File: config.mk
export PLATFORM = sky130hd
export DESIGN_NAME = acc_alu
export DESIGN_NICKNAME = d
export VERILOG_FILES = /design/src/rtl/acc_alu_pkg.sv /design/src/rtl/acc_alu_addsub.sv /design/src/rtl/acc_alu_logic.sv /design/src/rtl/acc_alu_rotate.sv /design/src/rtl/acc_alu_daa.sv /design/src/rtl/acc_alu.sv
export SDC_FILE = /design/constraint.sdc
export NUM_CORES = 1
export LEC_CHECK = 0
export BUFFER_PORTS_ARGS = -buffer_cell sky130_fd_sc_hd__buf_2
export CAP_MARGIN = 20
export CORE_UTILIZATION = 40
export DETAILED_ROUTE_END_ITERATION = 8
export PLACE_DENSITY = 0.69
export SLEW_MARGIN = 20
export SYNTH_ARGS = -nofsm -noshare
export SYNTH_HDL_FRONTEND = slang
export SYNTH_SLANG_ARGS = --single-unit
File: constraint.sdc
create_clock -name clk -period 5.5 [get_ports clk]
set_clock_uncertainty 0.15 [all_clocks]
set_input_delay 1.65 -clock clk [delete_from_list [all_inputs] [get_ports clk]]
set_output_delay 1.65 -clock clk [all_outputs]
set_load 0.02 [all_outputs]
File: src/rtl/acc_alu_pkg.sv
package acc_alu_pkg;

    localparam int BYTE_W   = 8;
    localparam int NIBBLE_W = BYTE_W / 2;
    localparam int FLAG_W   = 4;

    localparam logic [NIBBLE_W-1:0] DEC_DIGIT_MAX = 4'd9;
    localparam logic [BYTE_W-1:0]   DEC_BYTE_MAX  = 8'h99;
    localparam logic [BYTE_W-1:0]   ADJ_LOW       = 8'h06;
    localparam logic [BYTE_W-1:0]   ADJ_HIGH      = 8'h60;

    typedef enum logic [3:0] {
        OP_ADD = 4'd0,
        OP_ADC = 4'd1,
        OP_SUB = 4'd2,
        OP_SBC = 4'd3,
        OP_AND = 4'd4,
        OP_XOR = 4'd5,
        OP_OR  = 4'd6,
        OP_CP  = 4'd7,
        OP_RLA = 4'd8,
        OP_RRA = 4'd9,
        OP_DAA = 4'd10
    } alu_op_e;

    typedef enum logic [1:0] {
        LK_AND = 2'd0,
        LK_XOR = 2'd1,
        LK_OR  = 2'd2
    } logic_kind_e;

    typedef struct packed {
        logic z;
        logic n;
        logic h;
        logic c;
    } flags_t;

    function automatic logic is_zero(input logic [BYTE_W-1:0] v);
        return ~|v;
    endfunction

    function automatic logic uses_subtract(input alu_op_e op);
        return (op == OP_SUB) || (op == OP_SBC) || (op == OP_CP);
    endfunction

    function automatic logic takes_carry_in(input alu_op_e op);
        return (op == OP_ADC) || (op == OP_SBC);
    endfunction

endpackage

File: src/rtl/acc_alu_addsub.sv
module acc_alu_addsub
    import acc_alu_pkg::*;
#(
    parameter int DATA_W = BYTE_W
) (
    input  logic [DATA_W-1:0] a,
    input  logic [DATA_W-1:0] b,
    input  logic              cin,
    input  logic              do_sub,
    output logic [DATA_W-1:0] res,
    output logic              half_out,
    output logic              carry_out
);
    localparam int HALF_W = DATA_W / 2;

    logic [DATA_W:0] full_sum;
    logic [HALF_W:0] low_sum;
    logic [DATA_W:0] cin_wide;
    logic [HALF_W:0] cin_low;

    assign cin_wide = {{DATA_W{1'b0}}, cin};
    assign cin_low  = {{HALF_W{1'b0}}, cin};

    always_comb begin
        if (do_sub) begin
            full_sum = {1'b0, a} - {1'b0, b} - cin_wide;
            low_sum  = {1'b0, a[HALF_W-1:0]} - {1'b0, b[HALF_W-1:0]} - cin_low;
        end else begin
            full_sum = {1'b0, a} + {1'b0, b} + cin_wide;
            low_sum  = {1'b0, a[HALF_W-1:0]} + {1'b0, b[HALF_W-1:0]} + cin_low;
        end
    end

    assign res       = full_sum[DATA_W-1:0];
    assign carry_out = full_sum[DATA_W];
    assign half_out  = low_sum[HALF_W];

endmodule

File: src/rtl/acc_alu_logic.sv
module acc_alu_logic
    import acc_alu_pkg::*;
#(
    parameter int DATA_W = BYTE_W
) (
    input  logic [DATA_W-1:0] a,
    input  logic [DATA_W-1:0] b,
    input  logic_kind_e       kind,
    output logic [DATA_W-1:0] res
);
    always_comb begin
        case (kind)
            LK_AND:  res = a & b;
            LK_XOR:  res = a ^ b;
            LK_OR:   res = a | b;
            default: res = a & b;
        endcase
    end
endmodule

File: src/rtl/acc_alu_rotate.sv
module acc_alu_rotate
    import acc_alu_pkg::*;
#(
    parameter int DATA_W = BYTE_W
) (
    input  logic [DATA_W-1:0] a,
    input  logic              cin,
    input  logic              to_right,
    output logic [DATA_W-1:0] res,
    output logic              cout
);
    logic [DATA_W-1:0] left_res;
    logic [DATA_W-1:0] right_res;

    assign left_res  = {a[DATA_W-2:0], cin};
    assign right_res = {cin, a[DATA_W-1:1]};

    assign res  = to_right ? right_res : left_res;
    assign cout = to_right ? a[0] : a[DATA_W-1];
endmodule

File: src/rtl/acc_alu_daa.sv
module acc_alu_daa
    import acc_alu_pkg::*;
#(
    parameter int DATA_W = BYTE_W
) (
    input  logic [DATA_W-1:0] a,
    input  flags_t            fin,
    output logic [DATA_W-1:0] res,
    output logic              cout
);
    localparam int HALF_W = DATA_W / 2;

    logic              need_low;
    logic              need_high;
    logic [DATA_W-1:0] corr;

    assign need_low  = fin.h || (!fin.n && (a[HALF_W-1:0] > DEC_DIGIT_MAX));
    assign need_high = fin.c || (!fin.n && (a > DEC_BYTE_MAX));

    always_comb begin
        corr = '0;
        if (need_low)  corr = corr | ADJ_LOW;
        if (need_high) corr = corr | ADJ_HIGH;
    end

    assign res  = fin.n ? (a - corr) : (a + corr);
    assign cout = need_high;
endmodule

File: src/rtl/acc_alu.sv
module acc_alu
    import acc_alu_pkg::*;
#(
    parameter int DATA_W = BYTE_W
) (
    input  logic              clk,
    input  logic              rst,
    input  logic              in_valid,
    input  logic [3:0]        op_in,
    input  logic [DATA_W-1:0] acc_in,
    input  logic [DATA_W-1:0] opnd_in,
    input  logic [FLAG_W-1:0] flags_in,
    output logic              out_valid,
    output logic [DATA_W-1:0] acc_out,
    output logic              acc_we,
    output logic [FLAG_W-1:0] flags_out
);
    alu_op_e op;
    flags_t  fin;

    assign op  = alu_op_e'(op_in);
    assign fin = flags_t'(flags_in);

    // add/subtract path
    logic              as_sub;
    logic              as_cin;
    logic [DATA_W-1:0] as_res;
    logic              as_half;
    logic              as_carry;

    assign as_sub = uses_subtract(op);
    assign as_cin = takes_carry_in(op) ? fin.c : 1'b0;

    acc_alu_addsub #(.DATA_W(DATA_W)) u_addsub (
        .a(acc_in), .b(opnd_in), .cin(as_cin), .do_sub(as_sub),
        .res(as_res), .half_out(as_half), .carry_out(as_carry)
    );

    // bitwise path
    logic_kind_e       lg_kind;
    logic [DATA_W-1:0] lg_res;

    always_comb begin
        case (op)
            OP_XOR:  lg_kind = LK_XOR;
            OP_OR:   lg_kind = LK_OR;
            default: lg_kind = LK_AND;
        endcase
    end

    acc_alu_logic #(.DATA_W(DATA_W)) u_logic (
        .a(acc_in), .b(opnd_in), .kind(lg_kind), .res(lg_res)
    );

    // rotate-through-carry path
    logic [DATA_W-1:0] rt_res;
    logic              rt_cout;

    acc_alu_rotate #(.DATA_W(DATA_W)) u_rotate (
        .a(acc_in), .cin(fin.c), .to_right(op == OP_RRA),
        .res(rt_res), .cout(rt_cout)
    );

    // decimal adjust path
    logic [DATA_W-1:0] da_res;
    logic              da_cout;

    acc_alu_daa #(.DATA_W(DATA_W)) u_daa (
        .a(acc_in), .fin(fin), .res(da_res), .cout(da_cout)
    );

    // result select
    logic [DATA_W-1:0] nxt_acc;
    logic              nxt_we;
    flags_t            nxt_fl;

    always_comb begin
        nxt_acc = acc_in;
        nxt_we  = 1'b0;
        nxt_fl  = fin;
        case (op)
            OP_ADD, OP_ADC: begin
                nxt_acc = as_res;
                nxt_we  = 1'b1;
                nxt_fl  = '{z: is_zero(as_res), n: 1'b0, h: as_half, c: as_carry};
            end
            OP_SUB, OP_SBC: begin
                nxt_acc = as_res;
                nxt_we  = 1'b1;
                nxt_fl  = '{z: is_zero(as_res), n: 1'b1, h: as_half, c: as_carry};
            end
            OP_CP: begin
                nxt_fl  = '{z: is_zero(as_res), n: 1'b1, h: as_half, c: as_carry};
            end
            OP_AND: begin
                nxt_acc = lg_res;
                nxt_we  = 1'b1;
                nxt_fl  = '{z: is_zero(lg_res), n: 1'b0, h: 1'b1, c: 1'b0};
            end
            OP_XOR, OP_OR: begin
                nxt_acc = lg_res;
                nxt_we  = 1'b1;
                nxt_fl  = '{z: is_zero(lg_res), n: 1'b0, h: 1'b0, c: 1'b0};
            end
            OP_RLA, OP_RRA: begin
                nxt_acc = rt_res;
                nxt_we  = 1'b1;
                nxt_fl  = '{z: 1'b0, n: 1'b0, h: 1'b0, c: rt_cout};
            end
            OP_DAA: begin
                nxt_acc = da_res;
                nxt_we  = 1'b1;
                nxt_fl  = '{z: is_zero(da_res), n: fin.n, h: 1'b0, c: da_cout};
            end
            default: ;
        endcase
    end

    // output register
    always_ff @(posedge clk) begin
        if (rst) begin
            out_valid <= 1'b0;
            acc_out   <= '0;
            acc_we    <= 1'b0;
            flags_out <= '0;
        end else if (in_valid) begin
            out_valid <= 1'b1;
            acc_out   <= nxt_acc;
            acc_we    <= nxt_we;
            flags_out <= nxt_fl;
        end else begin
            out_valid <= 1'b0;
            acc_we    <= 1'b0;
        end
    end

    AST_IDLE_NO_WRITE: assert property (@(posedge clk) disable iff (rst) !in_valid |=> (!out_valid && !acc_we));
    AST_VALID_NEXT: assert property (@(posedge clk) disable iff (rst) in_valid |=> out_valid);
    AST_SUB_N_SET: assert property (@(posedge clk) disable iff (rst) (in_valid && (op_in == 4'd2 || op_in == 4'd3 || op_in == 4'd7)) |=> flags_out[2]);
    AST_CP_NO_WRITE: assert property (@(posedge clk) disable iff (rst) (in_valid && op_in == 4'd7) |=> (!acc_we && acc_out == $past(acc_in)));
    AST_ADD_N_CLEAR: assert property (@(posedge clk) disable iff (rst) (in_valid && op_in <= 4'd1) |=> (!flags_out[2] && acc_we));
    AST_AND_FLAGS: assert property (@(posedge clk) disable iff (rst) (in_valid && op_in == 4'd4) |=> (flags_out[1] && !flags_out[2] && !flags_out[0]));
    AST_ROT_ZNH_CLEAR: assert property (@(posedge clk) disable iff (rst) (in_valid && (op_in == 4'd8 || op_in == 4'd9)) |=> (flags_out[3:1] == 3'b000 && acc_we));
    AST_DAA_N_KEPT: assert property (@(posedge clk) disable iff (rst) (in_valid && op_in == 4'd10) |=> (flags_out[2] == $past(flags_in[2]) && !flags_out[1]));
    AST_UNUSED_PASS: assert property (@(posedge clk) disable iff (rst) (in_valid && op_in > 4'd10) |=> (!acc_we && flags_out == $past(flags_in) && acc_out == $past(acc_in)));

endmodule

==> impl_metrics.tcl <==
set metrics [dict create \
    fmax_ghz 0.196 \
    crit_type "in -> reg" \
    io-pin-count 41 \
    timing.rr.start "acc_out[7]" \
    grt_pass1_wl_mm 12.3 \
    post_cts_resized 0 \
    ir_drop_v 0.0000866 \
    top_layer "met4" \
    syn_area_mm2 0.00275 \
    endpoint "flags_out[3]" \
    drt_iter0_drc 308 \
    hp-class "reg -> reg" \
    ys_seq_area_frac 0.102 \
    finalWirelength_mm 7.80 \
    ys_ff_latch 14 \
    antenna_cells 0 \
    crit_arrival_ns 5.11 \
    final.period_utilization 0.926 \
    post_cts_buffers 0 \
    clk_latency_ns 0.24 \
    power_leakage_uw 0.00143 \
    synthFlopType "dfxtp_1" \
    wl_per_cell_um 16.5 \
    drv_slew 0 \
    tns_ns 0 \
    min_from "acc_out[6]" \
    ant_nets 0 \
    outcome "finished with violations" \
    failed_checks "design-rule violations" \
    wl_met1_mm 3.45 \
    required_ns 5.51 \
    cap_violations 0 \
    syn_area_per_cell_um2 7.46 \
    cts_buffers 3 \
    finalNetCount 471 \
    yosysWarnings 0 \
    dieHeight_um 84.8 \
    drcViolationCount 2 \
    cts-root-buf "clkbuf_8" \
    clock-sinks 14 \
    core_mm2 0.00649 \
    holdWs_ns 0.324 \
    dp_hpwl_mm 6.33 \
    dr.pass1.iters 9 \
    slew_headroom 0.480 \
    met2_length_mm 3.63 \
    die_x_um 84.8 \
    dieArea_mm2 0.00720 \
    fillers 662 \
    rows 29 \
    crit_fanout 7 \
    worst_slack_ns 0.409 \
    ff2ff_setup_slack_ns 4.63 \
    setup_viol 0 \
    reg2regPathDepth 3 \
    hold_viol 0 \
    postPlaceCellArea_mm2 0.00298 \
    synthDistinctLibCells 62 \
    place_ws_ns 0.296 \
    end_kind "flop" \
    ctsHoldBuffers 0 \
    antenna_found_initial 0 \
    via_count 2804 \
    worst_pin_slew_ns 0.773 \
    worstReg2RegEnd "acc_out[7]" \
    portBuffers 40 \
    critPathLaunchType "input port" \
    synth_edf_count 0 \
    via_per_inst 5.92 \
    fin_crit_ns 5.09 \
    synthArstFlopShare 0 \
    syn_inst 368 \
    dr_wl_met3_um 568 \
    cts_tree "yes" \
    grt_pass1_vias 2510 \
    layout-drive-gt1-share 0.146 \
    cts_buffer_depth 2 \
    htree_levels 1 \
    grt_overflow 0 \
    start_util 0.423 \
    grt_usage 0.214 \
    area_delta_synth_final_pct 10.4 \
    fin_area_mm2 0.00303 \
    critical_path.startpoint "acc_in[2]" \
    cts.reportedPaths.clkPinSlew_ns 0.06 \
    grt_max_degree 27 \
    fin_total_pwr_uw 512 \
    syn_nets 441 \
    power.density_mw_per_mm2 169 \
    grt_setup_unrepaired "no" \
    gp_congestion 0.934 \
]
==> cell usage after synthesis, types with 2 or more instances <==
master | number | share of area
or2_2 | 3 | 0.0068
or3_1 | 2 | 0.0046
nor4_1 | 2 | 0.0046
mux2i_1 | 12 | 0.044
o211ai_1 | 8 | 0.022
nand2_1 | 29 | 0.040
nor3_1 | 9 | 0.016
o21bai_1 | 3 | 0.0082
o21a_1 | 2 | 0.0055
inv_1 | 34 | 0.046
buf_4 | 2 | 0.0055
o41a_1 | 3 | 0.012
o2111ai_1 | 3 | 0.0096
and2_1 | 3 | 0.0068
xnor2_1 | 8 | 0.026
o22ai_1 | 2 | 0.0046
nor3b_1 | 2 | 0.0055
ha_1 | 42 | 0.19
a31oi_1 | 11 | 0.025
or4_1 | 4 | 0.011
nor2b_1 | 2 | 0.0046
nand4_1 | 2 | 0.0046
fa_1 | 4 | 0.029
nand2b_1 | 15 | 0.034
nor2_1 | 37 | 0.051
a22oi_1 | 3 | 0.0082
o31ai_1 | 2 | 0.0055
a21oi_1 | 11 | 0.020
a41oi_1 | 2 | 0.0064
dfxtp_1 | 14 | 0.10
a221o_1 | 4 | 0.015
a211oi_1 | 8 | 0.022
clkbuf_1 | 10 | 0.014
o221ai_1 | 2 | 0.0064
a21o_1 | 3 | 0.0082
a221oi_1 | 5 | 0.016
o21ai_0 | 25 | 0.046
buf_2 | 5 | 0.0091
xor2_1 | 7 | 0.022
==> cells in the final DEF (no fill, tap or decap), types with 3 or more instances in the layout <==
| cell type | n |
|---|---|
| a211oi_1 | 8 |
| a21o_1 | 3 |
| a21oi_1 | 11 |
| a221o_1 | 4 |
| a221oi_1 | 5 |
| a22oi_1 | 3 |
| a31oi_1 | 11 |
| and2_1 | 3 |
| buf_2 | 40 |
| buf_4 | 3 |
| clkbuf_8 | 4 |
| dfxtp_1 | 14 |
| fa_1 | 4 |
| ha_1 | 42 |
| inv_1 | 34 |
| mux2i_1 | 12 |
| nand2_1 | 29 |
| nand2b_1 | 15 |
| nor2_1 | 37 |
| nor3_1 | 9 |
| o2111ai_1 | 3 |
| o211ai_1 | 8 |
| o21ai_0 | 25 |
| o21bai_1 | 3 |
| o41a_1 | 3 |
| or2_2 | 3 |
| or4_1 | 4 |
| xnor2_1 | 8 |
| xor2_1 | 7 |
==> final cells by class <==
class	instances	area, um2	share of cell area
Sequential cell	14	280	0.0925
Clock buffer	4	55.1	0.0182
Timing Repair Buffer	43	223	0.0735
Inverter	35	133	0.0438
Multi-Input combinational cell	301	2240	0.740
Tap cell	77	96.3	0.0318
==> per-stage QoR <==
step / instances / util
6_report: 474 / 0.467
3_5_place_dp: 470 / 0.458
3_3_place_gp: 470 / 0.458
2_1_floorplan: 368 / -
4_1_cts: 474 / 0.467
5_1_grt: 474 / 0.467
==> layer usage <==
layer | track usage | up-vias
met4 | 0.0447 | 0
met3 | 0.0321 | 16
met2 | 0.366 | 111
met1 | 0.288 | 1284
li1 | - | 1393
met5 | 0 | -
==> logic make-up (layout without fill, tap and decap cells) <==
group                    count (synthesis)  count (layout)  share of synthesized area
multiplexers                            12              12                     0.0438
adder cells (fa/ha/maj)                 46              46                      0.221
AO/OA/AOI/OAI                          107             107                      0.275
AND/OR/NAND/NOR                        121             121                      0.230
XOR/XNOR                                15              15                     0.0479
buffers and inverters                   53              82                     0.0807
flip-flops                              14              14                      0.102
==> state kept, by name (all words and copies together) (netlist names) <==
name and count:
flags_out 4, out_valid 1, acc_we 1, acc_out 8
==> worst min-delay path by stage <==
stage	to	slack [ns]	cells past startpoint
floorplan	acc_out[2]	0.40	2
global placement	flags_out[1]	0.31	2
detailed placement	acc_out[6]	0.32	2
CTS	acc_out[6]	0.33	2
global route	acc_out[6]	0.35	2
finish	acc_out[6]	0.32	2
==> worst max-delay path: stages <==
cell and delay, ns:
buf_2 0.16, o21ai_0 0.50, o211ai_1 0.23, a31oi_1 0.31, ha_1 0.29, nand2_1 0.06
o21ai_0 0.08, ha_1 0.35, xor2_1 0.21, or4_1 0.56, o31ai_1 0.33, a41oi_1 0.11
o32ai_2 0.26
==> power breakdown <==
| group | total, uW | switching (uW) | internal, uW | leakage (uW) |
|---|---|---|---|---|
| combinational | 299 | 182 | 117 | 0.00128 |
| clock | 100 | 36.6 | 63.4 | 0.0000288 |
| sequential | 114 | 3.73 | 110 | 0.000116 |
| total | 512 | 222 | 290 | 0.00143 |
Note: power is estimated with default switching activity, not from simulation.
